File: src/rtl/exc_pkg.sv
package exc_pkg;
    localparam int NLVL = 4;               // privilege levels 0..NLVL-1
    localparam int LW   = $clog2(NLVL);    // level field width
    localparam int OFSW = 11;              // vector offset width (max 0x780)
    localparam int NREQ = 5;               // arbitrated request sources

    typedef enum logic [2:0] {
        SK_IABT = 3'd0,
        SK_DABT = 3'd1,
        SK_SVC  = 3'd2,
        SK_HVC  = 3'd3,
        SK_SMC  = 3'd4
    } sync_kind_t;

    typedef enum logic [2:0] {
        EV_NONE = 3'd0,
        EV_RST  = 3'd1,
        EV_SYNC = 3'd2,
        EV_SERR = 3'd3,
        EV_FIQ  = 3'd4,
        EV_IRQ  = 3'd5,
        EV_ERET = 3'd6
    } ev_t;

    typedef enum logic {
        ST_BOOT = 1'b0,
        ST_RUN  = 1'b1
    } ctl_state_t;

    typedef struct packed {
        logic          d;
        logic          a;
        logic          i;
        logic          f;
        logic          il;
        logic          aa32;
        logic [LW-1:0] el;
        logic          spx;
    } pstate_t;

    localparam int PSW = $bits(pstate_t);

    // event-type offsets
    localparam logic [OFSW-1:0] OFS_SYNC = 11'h000;
    localparam logic [OFSW-1:0] OFS_IRQ  = 11'h080;
    localparam logic [OFSW-1:0] OFS_FIQ  = 11'h100;
    localparam logic [OFSW-1:0] OFS_SERR = 11'h180;
    // origin-group offsets
    localparam logic [OFSW-1:0] GRP_CUR_SP0 = 11'h000;
    localparam logic [OFSW-1:0] GRP_CUR_SPX = 11'h200;
    localparam logic [OFSW-1:0] GRP_LOW_64  = 11'h400;
    localparam logic [OFSW-1:0] GRP_LOW_32  = 11'h600;

    localparam pstate_t PS_BOOT = '{d: 1'b1, a: 1'b1, i: 1'b1, f: 1'b1,
                                    il: 1'b0, aa32: 1'b0,
                                    el: LW'(NLVL - 1), spx: 1'b1};
endpackage

File: src/rtl/exc_arbiter.sv
module exc_arbiter
    import exc_pkg::*;
(
    input  logic            clk,
    input  logic            rst_n,
    input  logic            boundary_i,
    input  logic            sync_i,
    input  logic            serr_i,
    input  logic            fiq_i,
    input  logic            irq_i,
    input  logic            eret_i,
    input  logic            mask_a_i,
    input  logic            mask_f_i,
    input  logic            mask_i_i,
    output logic [NREQ-1:0] grant_o,
    output ev_t             ev_o
);
    // index order equals priority: 0 highest
    logic [NREQ-1:0] req;

    always_comb begin
        req[0] = sync_i;
        req[1] = serr_i & boundary_i & ~mask_a_i;
        req[2] = fiq_i  & boundary_i & ~mask_f_i;
        req[3] = irq_i  & boundary_i & ~mask_i_i;
        req[4] = eret_i;
    end

    for (genvar k = 0; k < NREQ; k++) begin : g_pri
        if (k == 0) begin : g_top
            assign grant_o[k] = req[k];
        end else begin : g_low
            assign grant_o[k] = req[k] & ~(|req[k-1:0]);
        end
    end

    always_comb begin
        unique case (1'b1)
            grant_o[0]: ev_o = EV_SYNC;
            grant_o[1]: ev_o = EV_SERR;
            grant_o[2]: ev_o = EV_FIQ;
            grant_o[3]: ev_o = EV_IRQ;
            grant_o[4]: ev_o = EV_ERET;
            default:    ev_o = EV_NONE;
        endcase
    end

    AST_ONE_GRANT: assert property (@(posedge clk) disable iff (!rst_n)
        $onehot0(grant_o));
    AST_ASYNC_ON_BOUNDARY: assert property (@(posedge clk) disable iff (!rst_n)
        !boundary_i |-> !(grant_o[1] | grant_o[2] | grant_o[3]));
endmodule

File: src/rtl/exc_target.sv
module exc_target
    import exc_pkg::*;
#(
    parameter int AW = 64
) (
    input  ev_t           ev_i,
    input  sync_kind_t    kind_i,
    input  logic [LW-1:0] cur_el_i,
    input  logic          cur_spx_i,
    input  logic          cur_aa32_i,
    input  logic [AW-1:0] vbase1_i,
    input  logic [AW-1:0] vbase2_i,
    input  logic [AW-1:0] vbase3_i,
    output logic [LW-1:0] tgt_el_o,
    output logic [AW-1:0] vec_o
);
    logic [LW-1:0]   floor_el;
    logic [OFSW-1:0] type_ofs;
    logic [OFSW-1:0] grp_ofs;
    logic [AW-1:0]   base;

    always_comb begin
        floor_el = LW'(1);
        if (ev_i == EV_SYNC) begin
            unique case (kind_i)
                SK_HVC:  floor_el = LW'(2);
                SK_SMC:  floor_el = LW'(NLVL - 1);
                default: floor_el = LW'(1);
            endcase
        end
        tgt_el_o = (cur_el_i > floor_el) ? cur_el_i : floor_el;
    end

    always_comb begin
        unique case (ev_i)
            EV_IRQ:  type_ofs = OFS_IRQ;
            EV_FIQ:  type_ofs = OFS_FIQ;
            EV_SERR: type_ofs = OFS_SERR;
            default: type_ofs = OFS_SYNC;
        endcase
        if (tgt_el_o == cur_el_i)
            grp_ofs = cur_spx_i ? GRP_CUR_SPX : GRP_CUR_SP0;
        else
            grp_ofs = cur_aa32_i ? GRP_LOW_32 : GRP_LOW_64;
    end

    always_comb begin
        unique case (tgt_el_o)
            LW'(2):  base = vbase2_i;
            LW'(3):  base = vbase3_i;
            default: base = vbase1_i;
        endcase
        vec_o = base + AW'(type_ofs | grp_ofs);
    end
endmodule

File: src/rtl/exc_eret_chk.sv
module exc_eret_chk
    import exc_pkg::*;
(
    input  logic [LW-1:0] cur_el_i,
    input  logic          cur_aa32_i,
    input  logic [LW-1:0] sav_el_i,
    input  logic          sav_aa32_i,
    output logic          legal_o
);
    logic from_el0;
    logic goes_up;
    logic width_flip;
    logic narrow_priv;

    always_comb begin
        from_el0    = (cur_el_i == '0);
        goes_up     = (sav_el_i > cur_el_i);
        width_flip  = (sav_el_i == cur_el_i) && (sav_aa32_i != cur_aa32_i);
        narrow_priv = sav_aa32_i && (sav_el_i != '0);
        legal_o     = !(from_el0 || goes_up || width_flip || narrow_priv);
    end
endmodule

File: src/rtl/exc_vector_ctrl.sv
module exc_vector_ctrl
    import exc_pkg::*;
#(
    parameter int AW = 64
) (
    input  logic           clk,
    input  logic           rst_n,
    input  logic           boundary_i,
    input  logic           sync_req_i,
    input  logic [2:0]     sync_kind_i,
    input  logic           serr_req_i,
    input  logic           fiq_req_i,
    input  logic           irq_req_i,
    input  logic           eret_req_i,
    input  logic [AW-1:0]  ret_addr_i,
    input  logic           save_wr_i,
    input  logic [8:0]     save_st_i,
    input  logic [AW-1:0]  save_pc_i,
    input  logic [AW-1:0]  rst_base_i,
    input  logic [AW-1:0]  vbase1_i,
    input  logic [AW-1:0]  vbase2_i,
    input  logic [AW-1:0]  vbase3_i,
    output logic [AW-1:0]  pc_o,
    output logic [8:0]     pstate_o,
    output logic [2:0]     ev_o,
    output logic [8:0]     saved1_o,
    output logic [8:0]     saved2_o,
    output logic [8:0]     saved3_o,
    output logic [AW-1:0]  link1_o,
    output logic [AW-1:0]  link2_o,
    output logic [AW-1:0]  link3_o
);
    ctl_state_t    state_q, state_d;
    logic [AW-1:0] pc_q, pc_d;
    pstate_t       pst_q, pst_d;
    ev_t           ev_q, ev_d;

    ev_t             ev_sel;
    logic [NREQ-1:0] grant;
    logic [LW-1:0]   tgt_el;
    logic [AW-1:0]   vec;
    logic            ret_legal;
    logic            entry;
    logic            save_ok;
    pstate_t         sav_cur;
    logic [AW-1:0]   lnk_cur;

    pstate_t       sav_w [NLVL];
    logic [AW-1:0] lnk_w [NLVL];

    exc_arbiter u_arb (
        .clk        (clk),
        .rst_n      (rst_n),
        .boundary_i (boundary_i),
        .sync_i     (sync_req_i),
        .serr_i     (serr_req_i),
        .fiq_i      (fiq_req_i),
        .irq_i      (irq_req_i),
        .eret_i     (eret_req_i),
        .mask_a_i   (pst_q.a),
        .mask_f_i   (pst_q.f),
        .mask_i_i   (pst_q.i),
        .grant_o    (grant),
        .ev_o       (ev_sel)
    );

    exc_target #(.AW(AW)) u_tgt (
        .ev_i       (ev_sel),
        .kind_i     (sync_kind_t'(sync_kind_i)),
        .cur_el_i   (pst_q.el),
        .cur_spx_i  (pst_q.spx),
        .cur_aa32_i (pst_q.aa32),
        .vbase1_i   (vbase1_i),
        .vbase2_i   (vbase2_i),
        .vbase3_i   (vbase3_i),
        .tgt_el_o   (tgt_el),
        .vec_o      (vec)
    );

    assign sav_cur = sav_w[pst_q.el];
    assign lnk_cur = lnk_w[pst_q.el];

    exc_eret_chk u_ret (
        .cur_el_i   (pst_q.el),
        .cur_aa32_i (pst_q.aa32),
        .sav_el_i   (sav_cur.el),
        .sav_aa32_i (sav_cur.aa32),
        .legal_o    (ret_legal)
    );

    assign entry = (state_q == ST_RUN) &&
                   (ev_sel inside {EV_SYNC, EV_SERR, EV_FIQ, EV_IRQ});
    assign save_ok = (state_q == ST_RUN) && save_wr_i;

    // level 0 has no saved registers
    assign sav_w[0] = '0;
    assign lnk_w[0] = '0;

    for (genvar k = 1; k < NLVL; k++) begin : g_lvl
        pstate_t       sav_r;
        logic [AW-1:0] lnk_r;
        always_ff @(posedge clk or negedge rst_n) begin
            if (!rst_n) begin
                sav_r <= '0;
                lnk_r <= '0;
            end else if (entry && tgt_el == LW'(k)) begin
                sav_r <= pst_q;
                lnk_r <= ret_addr_i;
            end else if (save_ok && pst_q.el == LW'(k)) begin
                sav_r <= pstate_t'(save_st_i);
                lnk_r <= save_pc_i;
            end
        end
        assign sav_w[k] = sav_r;
        assign lnk_w[k] = lnk_r;
    end

    // state register
    always_ff @(posedge clk or negedge rst_n) begin
        if (!rst_n) begin
            state_q <= ST_BOOT;
            pc_q    <= '0;
            pst_q   <= PS_BOOT;
            ev_q    <= EV_NONE;
        end else begin
            state_q <= state_d;
            pc_q    <= pc_d;
            pst_q   <= pst_d;
            ev_q    <= ev_d;
        end
    end

    // next state and outputs
    always_comb begin
        state_d = state_q;
        pc_d    = pc_q;
        pst_d   = pst_q;
        ev_d    = EV_NONE;
        unique case (state_q)
            ST_BOOT: begin
                state_d = ST_RUN;
                pc_d    = rst_base_i;
                pst_d   = PS_BOOT;
                ev_d    = EV_RST;
            end
            ST_RUN: begin
                unique case (ev_sel)
                    EV_SYNC, EV_SERR, EV_FIQ, EV_IRQ: begin
                        pc_d       = vec;
                        pst_d.d    = 1'b1;
                        pst_d.a    = 1'b1;
                        pst_d.i    = 1'b1;
                        pst_d.f    = 1'b1;
                        pst_d.il   = 1'b0;
                        pst_d.aa32 = 1'b0;
                        pst_d.el   = tgt_el;
                        pst_d.spx  = 1'b1;
                        ev_d       = ev_sel;
                    end
                    EV_ERET: begin
                        ev_d = EV_ERET;
                        if (ret_legal) begin
                            pst_d = sav_cur;
                            pc_d  = lnk_cur;
                        end else begin
                            pst_d.il = 1'b1;
                            if (pst_q.el != '0) pc_d = lnk_cur;
                        end
                    end
                    default: ;
                endcase
            end
            default: ;
        endcase
    end

    assign pc_o     = pc_q;
    assign pstate_o = pst_q;
    assign ev_o     = ev_q;
    assign saved1_o = sav_w[1];
    assign saved2_o = sav_w[2];
    assign saved3_o = sav_w[3];
    assign link1_o  = lnk_w[1];
    assign link2_o  = lnk_w[2];
    assign link3_o  = lnk_w[3];

    AST_BOOT_FETCH: assert property (@(posedge clk) disable iff (!rst_n)
        (state_q == ST_BOOT) |=> (ev_q == EV_RST && pst_q.el == LW'(NLVL - 1) && pc_q == $past(rst_base_i)));
    AST_ENTRY_NOT_EL0: assert property (@(posedge clk) disable iff (!rst_n)
        entry |=> (pst_q.el != '0 && pst_q.el >= $past(pst_q.el)));
    AST_ENTRY_SAVES: assert property (@(posedge clk) disable iff (!rst_n)
        entry |=> (sav_w[pst_q.el] == $past(pst_q) && lnk_w[pst_q.el] == $past(ret_addr_i)));
    AST_ENTRY_MASKS: assert property (@(posedge clk) disable iff (!rst_n)
        entry |=> (pst_q.d && pst_q.a && pst_q.i && pst_q.f && pst_q.spx && !pst_q.aa32 && !pst_q.il));
    AST_RET_NO_RISE: assert property (@(posedge clk) disable iff (!rst_n)
        (state_q == ST_RUN && ev_sel == EV_ERET) |=> (pst_q.el <= $past(pst_q.el)));
    AST_WIDTH_HOLD: assert property (@(posedge clk) disable iff (!rst_n)
        (pst_q.el == $past(pst_q.el)) |-> (pst_q.aa32 == $past(pst_q.aa32)));
    AST_NARROW_ON_DROP: assert property (@(posedge clk) disable iff (!rst_n)
        $rose(pst_q.aa32) |-> (pst_q.el < $past(pst_q.el)));
endmodule

File: config.mk
export PLATFORM = sky130hd
export DESIGN_NAME = exc_vector_ctrl
export DESIGN_NICKNAME = d
export VERILOG_FILES = /design/src/rtl/exc_pkg.sv /design/src/rtl/exc_arbiter.sv /design/src/rtl/exc_target.sv /design/src/rtl/exc_eret_chk.sv /design/src/rtl/exc_vector_ctrl.sv
export SDC_FILE = /design/constraint.sdc
export NUM_CORES = 1
export LEC_CHECK = 0
export BUFFER_PORTS_ARGS = -buffer_cell sky130_fd_sc_hd__buf_2
export CAP_MARGIN = 20
export CORE_AREA = 4 4 271 273
export CTS_BUF_LIST = sky130_fd_sc_hd__clkbuf_2 sky130_fd_sc_hd__clkbuf_4 sky130_fd_sc_hd__clkbuf_8
export DETAILED_ROUTE_END_ITERATION = 10
export DIE_AREA = 0 0 275 277
export GPL_TIMING_DRIVEN = 0
export HOLD_SLACK_MARGIN = 0.08
export SETUP_SLACK_MARGIN = 0.05
export SYNTH_ARGS = -nofsm -noshare
export SYNTH_HDL_FRONTEND = slang
export SYNTH_SLANG_ARGS = --single-unit
File: constraint.sdc
create_clock -name clk -period 7.8 [get_ports clk]
set_input_delay 0.39 -clock clk [delete_from_list [all_inputs] [get_ports clk]]
set_output_delay 0.39 -clock clk [all_outputs]
set_load 0.02 [all_outputs]
==> results of run 1 <==
==> per-stage QoR <==
stage / utilization (%) / worst slack (ps) / hold WS [ps]
floorplan: - / 2100 / 94.4
global placement: 33.4 / -1830 / 453
detailed placement: 33.7 / -1360 / 453
CTS: 38.6 / 57.9 / 103
global route: 38.7 / 141 / 165
finish: 38.7 / 310 / 177
==> area by class of cell <==
cell class	instances	area (sq um)	share of cell area, %
multi-input cells	1620	10700	39.1
well taps	950	1190	4.32
plain buffers	180	792	2.88
diodes	20	50.0	0.182
flip-flops and latches	296	7420	27.0
repair buffers	932	5890	21.4
clock inverters	15	171	0.623
inverters	35	135	0.491
clock buffers	88	1110	4.04
==> worst max-delay path, stage by stage (launching register included) <==
cell                         delay, ps
sky130_fd_sc_hd__dfstp_2           700
sky130_fd_sc_hd__clkinvlp_4        360
sky130_fd_sc_hd__clkbuf_1          300
sky130_fd_sc_hd__buf_8             220
sky130_fd_sc_hd__ha_1              350
sky130_fd_sc_hd__o21bai_2          400
sky130_fd_sc_hd__nand3_1           180
sky130_fd_sc_hd__buf_2             260
sky130_fd_sc_hd__nand2_2           110
sky130_fd_sc_hd__buf_6             220
sky130_fd_sc_hd__clkbuf_4          340
sky130_fd_sc_hd__mux2i_1           110
sky130_fd_sc_hd__o21ai_0           250
sky130_fd_sc_hd__ha_1              290
sky130_fd_sc_hd__inv_1              80
sky130_fd_sc_hd__fa_1              390
sky130_fd_sc_hd__nand2b_1          180
sky130_fd_sc_hd__a21oi_1           340
sky130_fd_sc_hd__o211ai_1          160
sky130_fd_sc_hd__a2111o_1          380
sky130_fd_sc_hd__a2111o_1          500
sky130_fd_sc_hd__nor3_4            380
sky130_fd_sc_hd__and2_2            350
sky130_fd_sc_hd__and3_1            300
sky130_fd_sc_hd__a211oi_1          110
==> sequential cells by signal, indices dropped and copies added (netlist names) <==
name      cells
ev_o          3
link1_o      64
link2_o      64
link3_o      64
pc_o         64
pstate_o      9
saved1_o      9
saved2_o      9
saved3_o      9
state_q       1
==> per-layer routing <==
metal | vias to the layer above | GRT usage (%) | part of all wire, %
met2 | 1422 | 48.1 | 47
met5 | - | 0 | 0.028
met4 | 6 | 13.0 | 4.6
met3 | 285 | 7.32 | 9.4
li1 | 9775 | - | -
met1 | 11100 | 37.1 | 39
==> logic make-up after synthesis <==
| family | count (synthesis) | synth area share [%] |
|---|---|---|
| buffers and inverters | 218 | 4.87 |
| muxes | 370 | 19.8 |
| DFF | 296 | 38.8 |
| other | 1 | 0.0196 |
| xor gates and xnor gates | 47 | 2.16 |
| and+or+nand+nor | 603 | 14.0 |
| adders and majority gates | 11 | 0.760 |
| AOI/OAI and AO/OA | 588 | 19.5 |
==> synth_stat cells, types with 12 or more instances <==
cell,instances
sky130_fd_sc_hd__buf_2,19
sky130_fd_sc_hd__a21oi_1,225
sky130_fd_sc_hd__nor2_1,252
sky130_fd_sc_hd__a221o_1,16
sky130_fd_sc_hd__o22ai_1,17
sky130_fd_sc_hd__mux2_2,66
sky130_fd_sc_hd__xor2_1,27
sky130_fd_sc_hd__nor3_1,32
sky130_fd_sc_hd__inv_1,33
sky130_fd_sc_hd__nand4_1,15
sky130_fd_sc_hd__buf_1,23
sky130_fd_sc_hd__nor4_1,19
sky130_fd_sc_hd__and3_1,12
sky130_fd_sc_hd__clkbuf_1,125
sky130_fd_sc_hd__a221oi_1,73
sky130_fd_sc_hd__mux2i_1,304
sky130_fd_sc_hd__dfrtp_1,289
sky130_fd_sc_hd__nand2_1,192
sky130_fd_sc_hd__xnor2_1,20
sky130_fd_sc_hd__nand3_1,34
sky130_fd_sc_hd__o211ai_1,13
sky130_fd_sc_hd__a211oi_1,12
sky130_fd_sc_hd__o21ai_0,154
==> path summary, 6_finish.rpt <==
| kind | from | endpoint | slack [ps] | cells past startpoint |
|---|---|---|---|---|
| setup / recovery | pstate_o[2] | pc_o[55] | 310 | 24 |
| hold / removal | rst_base_i[20] | pc_o[20] | 180 | 4 |
| setup reg to reg | pstate_o[2] | pc_o[55] | 310 | 24 |
| hold reg to reg | pc_o[21] | pc_o[21] | 470 | 2 |
| max in group asynchronous | rst_n | pc_o[32] | 6300 | 3 |
| min in group asynchronous | rst_n | link3_o[15] | 350 | 2 |
==> power by group <==
group	total, uW	internal, uW	switching [uW]
Combinational	5130	1860	3270
Sequential	2830	2200	633
Clock	1770	1010	761
==> timing repair <==
| item | 4_1_cts | 5_1_grt |
|---|---|---|
| endpoints found under the hold margin | 335 | 0 |
| endpoints found under the setup margin | 50 | 17 |
| hold buffers | 222 | 0 |
| resized for setup | 2 | 3 |
==> flow_summary.yaml, run 1 <==
outcome:
  outcome: "finished, final reports clean"
cts:
  cts_buffers: 55
  cts_tree: "yes"
  clkSinkCount: 296
  post_cts_buffers: 0
  ctsRootBufferMaster: "sky130_fd_sc_hd__clkbuf_8"
  path_clk_slew_ps: 60
  htree_num_levels: 2
  clock_latency_on_the_worst_skew_pair_ps: 650
  clk_path_buf_depth: 3
grt:
  grt_overflow_total: 0
  grt_pass1_vias: 22500
  grt_max_degree: 104
  grt_first_pass_wirelength_mm: 165
  groute.usage.overall_pct: 29.6
  antenna_found_initial: 27
power_and_ir_drop:
  ir_drop_uv: 215
  powerDensity_nw_per_um2: 354
  leakage_uw: 0.0135
  total_power_uw: 9740
route:
  post_drt_via_cell_ratio: 5.47
  drcViolationCount: 0
  pre_repair_dr_iteration_count: 6
  wl_per_cell_microns: 28.6
  via_count: 22600
  drt_wl_total_mm: 118
  drt_first_iter_violations: 2359
  antenna_left: 0
job:
  cap_violations: 0
layout:
  fin_nets: 3536
  n_fill_cell: 7410
  layout-drive-gt1-share_pct: 29.9
  stdcell_area_sq_um: 27500
  top_library_cells_by_usage_in_the_layout_fill_and_taps_aside: "718 x sky130_fd_sc_hd__buf_2, 304 x sky130_fd_sc_hd__mux2i_1, 289 x sky130_fd_sc_hd__dfrtp_1"
  syn_to_final_growth_pct: 44.1
  fin_cells: 4136
  mostFrequentLayoutCell: "sky130_fd_sc_hd__buf_2"
worst_setup_path:
  crit_path_start_kind: "register"
  cp.arrival_ps: 7950
  criticalPathCategory: "reg -> reg"
  cp_data_required_time_ps: 8260
  end_kind: "register"
  cp_max_fo: 10
timing:
  timing_max_transition_violations_final: 0
  setup_repair_after_global_routing_missed_its_margin: "false"
  fin_crit_period_ps: 7490
  achievable-frequency_ghz: 0.134
  max_slew_margin_pct: 11.4
  tns_ps: 0
  finalHoldViolCount: 0
  setup_viol: 0
  worst-slew-pin-transition_ps: 1330
  clock-skew-final_ps: 25.1
  timing.final.crit_share_pct: 96.0
placement:
  detailedPlacementHpwl_mm: 92.5
  port_buffers: 699
  placed_cells_incl_taps: 3792
  place.gp.congestion: 0.931
  placed_area_sq_um: 23900
floorplanning:
  start_util_pct: 26.8
  floorplan.rows: 98
  die_area_sq_um: 76200
  ios: 700
  chip_height_microns: 277
  die_w_microns: 275
  core_sq_um: 71100
yosys:
  yosys.area.top_type_share_pct: 37.9
  ys_top_cells_by_area: "sky130_fd_sc_hd__dfrtp_1 38%, sky130_fd_sc_hd__mux2i_1 16%, sky130_fd_sc_hd__a21oi_1 5.9%"
  synthesis.instances: 2134
  postSynthAreaPerCell_sq_um: 8.95
  yosys_most_used_dff: "sky130_fd_sc_hd__dfrtp_1"
  yosysSeqAreaShare_pct: 38.8
  synth_edf_count: 0
  synthDistinctLibCells: 83
  mappedNetlistNets: 2550
  synth.yosys.warnings: 0
  synthesis.area_sq_um: 19100
  share_of_synthesized_flip_flops_with_an_asynchronous_set_or_reset_pct: 100
  post-synth-top-area-cell: "sky130_fd_sc_hd__dfrtp_1"
  synth.ff_latch_count: 296
min_path:
  min_path_type: "in -> reg"
Power figures use the tool's default switching activity.
==> inputs of run 2 (changes only) <==
--- a/config.mk
+++ b/config.mk
@@ -13,6 +13,7 @@
 export DIE_AREA = 0 0 275 277
 export GPL_TIMING_DRIVEN = 0
 export HOLD_SLACK_MARGIN = 0.08
+export MAX_ROUTING_LAYER = met4
 export SETUP_SLACK_MARGIN = 0.05
 export SYNTH_ARGS = -nofsm -noshare
 export SYNTH_HDL_FRONTEND = slang
==> flow_summary.yaml, run 2 (synthesis gave the netlist of run 1 again) <==
cts:
  ctsRootBufferMaster: "sky130_fd_sc_hd__clkbuf_8"
  htree_num_levels: 2
  post_cts_buffers: 0
  clkSinkCount: 296
  cts_tree: "yes"
  cts_buffers: 55
  clk_path_buf_depth: 3
  clock_latency_on_the_worst_skew_pair_ps: 650
  path_clk_slew_ps: 70
worst_setup_path:
  end_kind: "register"
  criticalPathCategory: "reg -> reg"
  cp_max_fo: 10
  r2r_cells: 24
  cp.arrival_ps: 7940
  crit_path_start_kind: "register"
  cp_data_required_time_ps: 8270
route:
  top_layer: "met4"
  via_count: 22400
  antenna_left: 0
  post_drt_via_cell_ratio: 5.42
  drt_wl_total_mm: 118
  pre_repair_dr_iteration_count: 5
  wl_met3_mm: 10.7
  wl_per_cell_microns: 28.5
  drcViolationCount: 0
  drt_first_iter_violations: 1970
  wl_met2_mm: 55.5
  routedLengthMet1_mm: 46.8
placement:
  detailedPlacementHpwl_mm: 92.8
  place.gp.congestion: 0.942
  port_buffers: 699
power_and_ir_drop:
  ir_drop_uv: 253
  leakage_uw: 0.0135
  powerDensity_nw_per_um2: 352
  total_power_uw: 9660
grt:
  antenna_found_initial: 20
  groute.usage.overall_pct: 30.2
  grt_overflow_total: 0
  grt_pass1_vias: 22600
  grt_max_degree: 115
  grt_first_pass_wirelength_mm: 164
timing:
  clock-skew-final_ps: 33.0
  fin_crit_period_ps: 7470
  finalHoldViolCount: 0
  achievable-frequency_ghz: 0.134
  timing.final.crit_share_pct: 95.7
  timing_max_transition_violations_final: 0
  worst_hold_slack_ps: 116
  worst-slew-pin-transition_ps: 1490
  setup_viol: 0
  max_slew_margin_pct: 0.479
  setup_repair_after_global_routing_missed_its_margin: "false"
floorplanning:
  core_sq_um: 71100
  die_w_microns: 275
  start_util_pct: 26.8
  chip_height_microns: 277
  floorplan.rows: 98
  die_area_sq_um: 76200
  ios: 700
job:
  cap_violations: 0
layout:
  mostFrequentLayoutCell: "sky130_fd_sc_hd__buf_2"
  layout-drive-gt1-share_pct: 29.9
  top_library_cells_by_usage_in_the_layout_fill_and_taps_aside: "719 x sky130_fd_sc_hd__buf_2, 304 x sky130_fd_sc_hd__mux2i_1, 289 x sky130_fd_sc_hd__dfrtp_1"
  syn_to_final_growth_pct: 43.8
  n_fill_cell: 7322
  fin_nets: 3538
  utilization_pct: 38.6
outcome:
  outcome: "finished, final reports clean"
min_path:
  min_path_type: "in -> reg"
  hold_depth: 3
## run 2: cell count changes in the layout (fill, tap and decap cells not counted), moves of 2 or more
cell / before / now
sky130_fd_sc_hd__dlygate4sd3_1: 222 / 224
sky130_fd_sc_hd__clkinvlp_4: 4 / 2
sky130_fd_sc_hd__clkbuf_4: 18 / 23
sky130_fd_sc_hd__diode_2: 20 / 18
sky130_fd_sc_hd__bufinv_16: 3 / 1
sky130_fd_sc_hd__clkbuf_8: 72 / 68
## run 2: path summary, 6_finish.rpt
kind                          startpoint          end  slack, ps
max                          pstate_o[2]     pc_o[55]        330
min                        save_pc_i[27]  link2_o[27]        120
max reg2reg                  pstate_o[2]     pc_o[55]        330
min reg2reg                     pc_o[11]     pc_o[11]        480
max in group asynchronous          rst_n     pc_o[23]       5870
min in group asynchronous          rst_n  link3_o[15]        320
## run 2: stage by stage
| stage | cells | setup TNS, ps | cell area (sq um) | setup WS, ps |
|---|---|---|---|---|
| after floorplan | 2134 | 0 | 19100 | 2100 |
| after global placement | 3783 | -59870 | 23800 | -1690 |
| after detailed placement | 3792 | -34840 | 23900 | -1200 |
| after CTS | 4115 | 0 | 27400 | 318 |
| after global routing | 4132 | 0 | 27400 | 64.3 |
| final | 4135 | 0 | 27400 | 333 |
## run 2: area by class of cell
class	instances	area (sq um)	share of cell area [%]
Multi-Input combinational cell	1620	10700	39.1
Sequential cell	296	7420	27.0
Timing Repair Buffer	934	5920	21.6
Tap cell	950	1190	4.33
Clock buffer	90	1100	4.01
Buffer	180	790	2.88
Inverter	35	133	0.483
Clock inverter	12	111	0.406
Antenna cell	18	45.0	0.164
## run 2: metal layers
metal  vias up  track usage, %
li1       9778               -
met1     11100            37.0
met2      1333            48.6
met3       228            7.15
met4         0            11.2
met5         -               -
## run 2: what timing repair did
item / 4_1_cts / 5_1_grt
pin swaps: 0 / 0
hold buffers: 224 / 0
resized for setup: 2 / 1
hold endpoints to repair: 325 / 0
endpoints found under the setup margin: 47 / 2
## run 2: worst max-delay path, stage by stage (launching register included)
cell                       delay (ps)
sky130_fd_sc_hd__dfstp_2          710
sky130_fd_sc_hd__clkinv_2         310
sky130_fd_sc_hd__clkbuf_1         290
sky130_fd_sc_hd__buf_8            210
sky130_fd_sc_hd__ha_1             350
sky130_fd_sc_hd__o21bai_2         380
sky130_fd_sc_hd__nand3_1          170
sky130_fd_sc_hd__buf_2            260
sky130_fd_sc_hd__nand2_2          120
sky130_fd_sc_hd__buf_6            220
sky130_fd_sc_hd__buf_2            410
sky130_fd_sc_hd__mux2i_1          150
sky130_fd_sc_hd__o21ai_0          230
sky130_fd_sc_hd__ha_1             270
sky130_fd_sc_hd__inv_1             70
sky130_fd_sc_hd__fa_1             380
sky130_fd_sc_hd__nand2b_1         180
sky130_fd_sc_hd__a21oi_1          330
sky130_fd_sc_hd__o211ai_1         160
sky130_fd_sc_hd__a2111o_1         380
sky130_fd_sc_hd__a2111o_1         510
sky130_fd_sc_hd__nor3_4           400
sky130_fd_sc_hd__and2_2           340
sky130_fd_sc_hd__and3_1           290
sky130_fd_sc_hd__a211oi_1         110
## run 2: where the power goes
| part | total (uW) | internal [uW] | switching (uW) |
|---|---|---|---|
| clock network | 1680 | 931 | 748 |
| registers | 2830 | 2200 | 624 |
| logic | 5150 | 1870 | 3280 |
| total | 9660 | 5000 | 4650 |
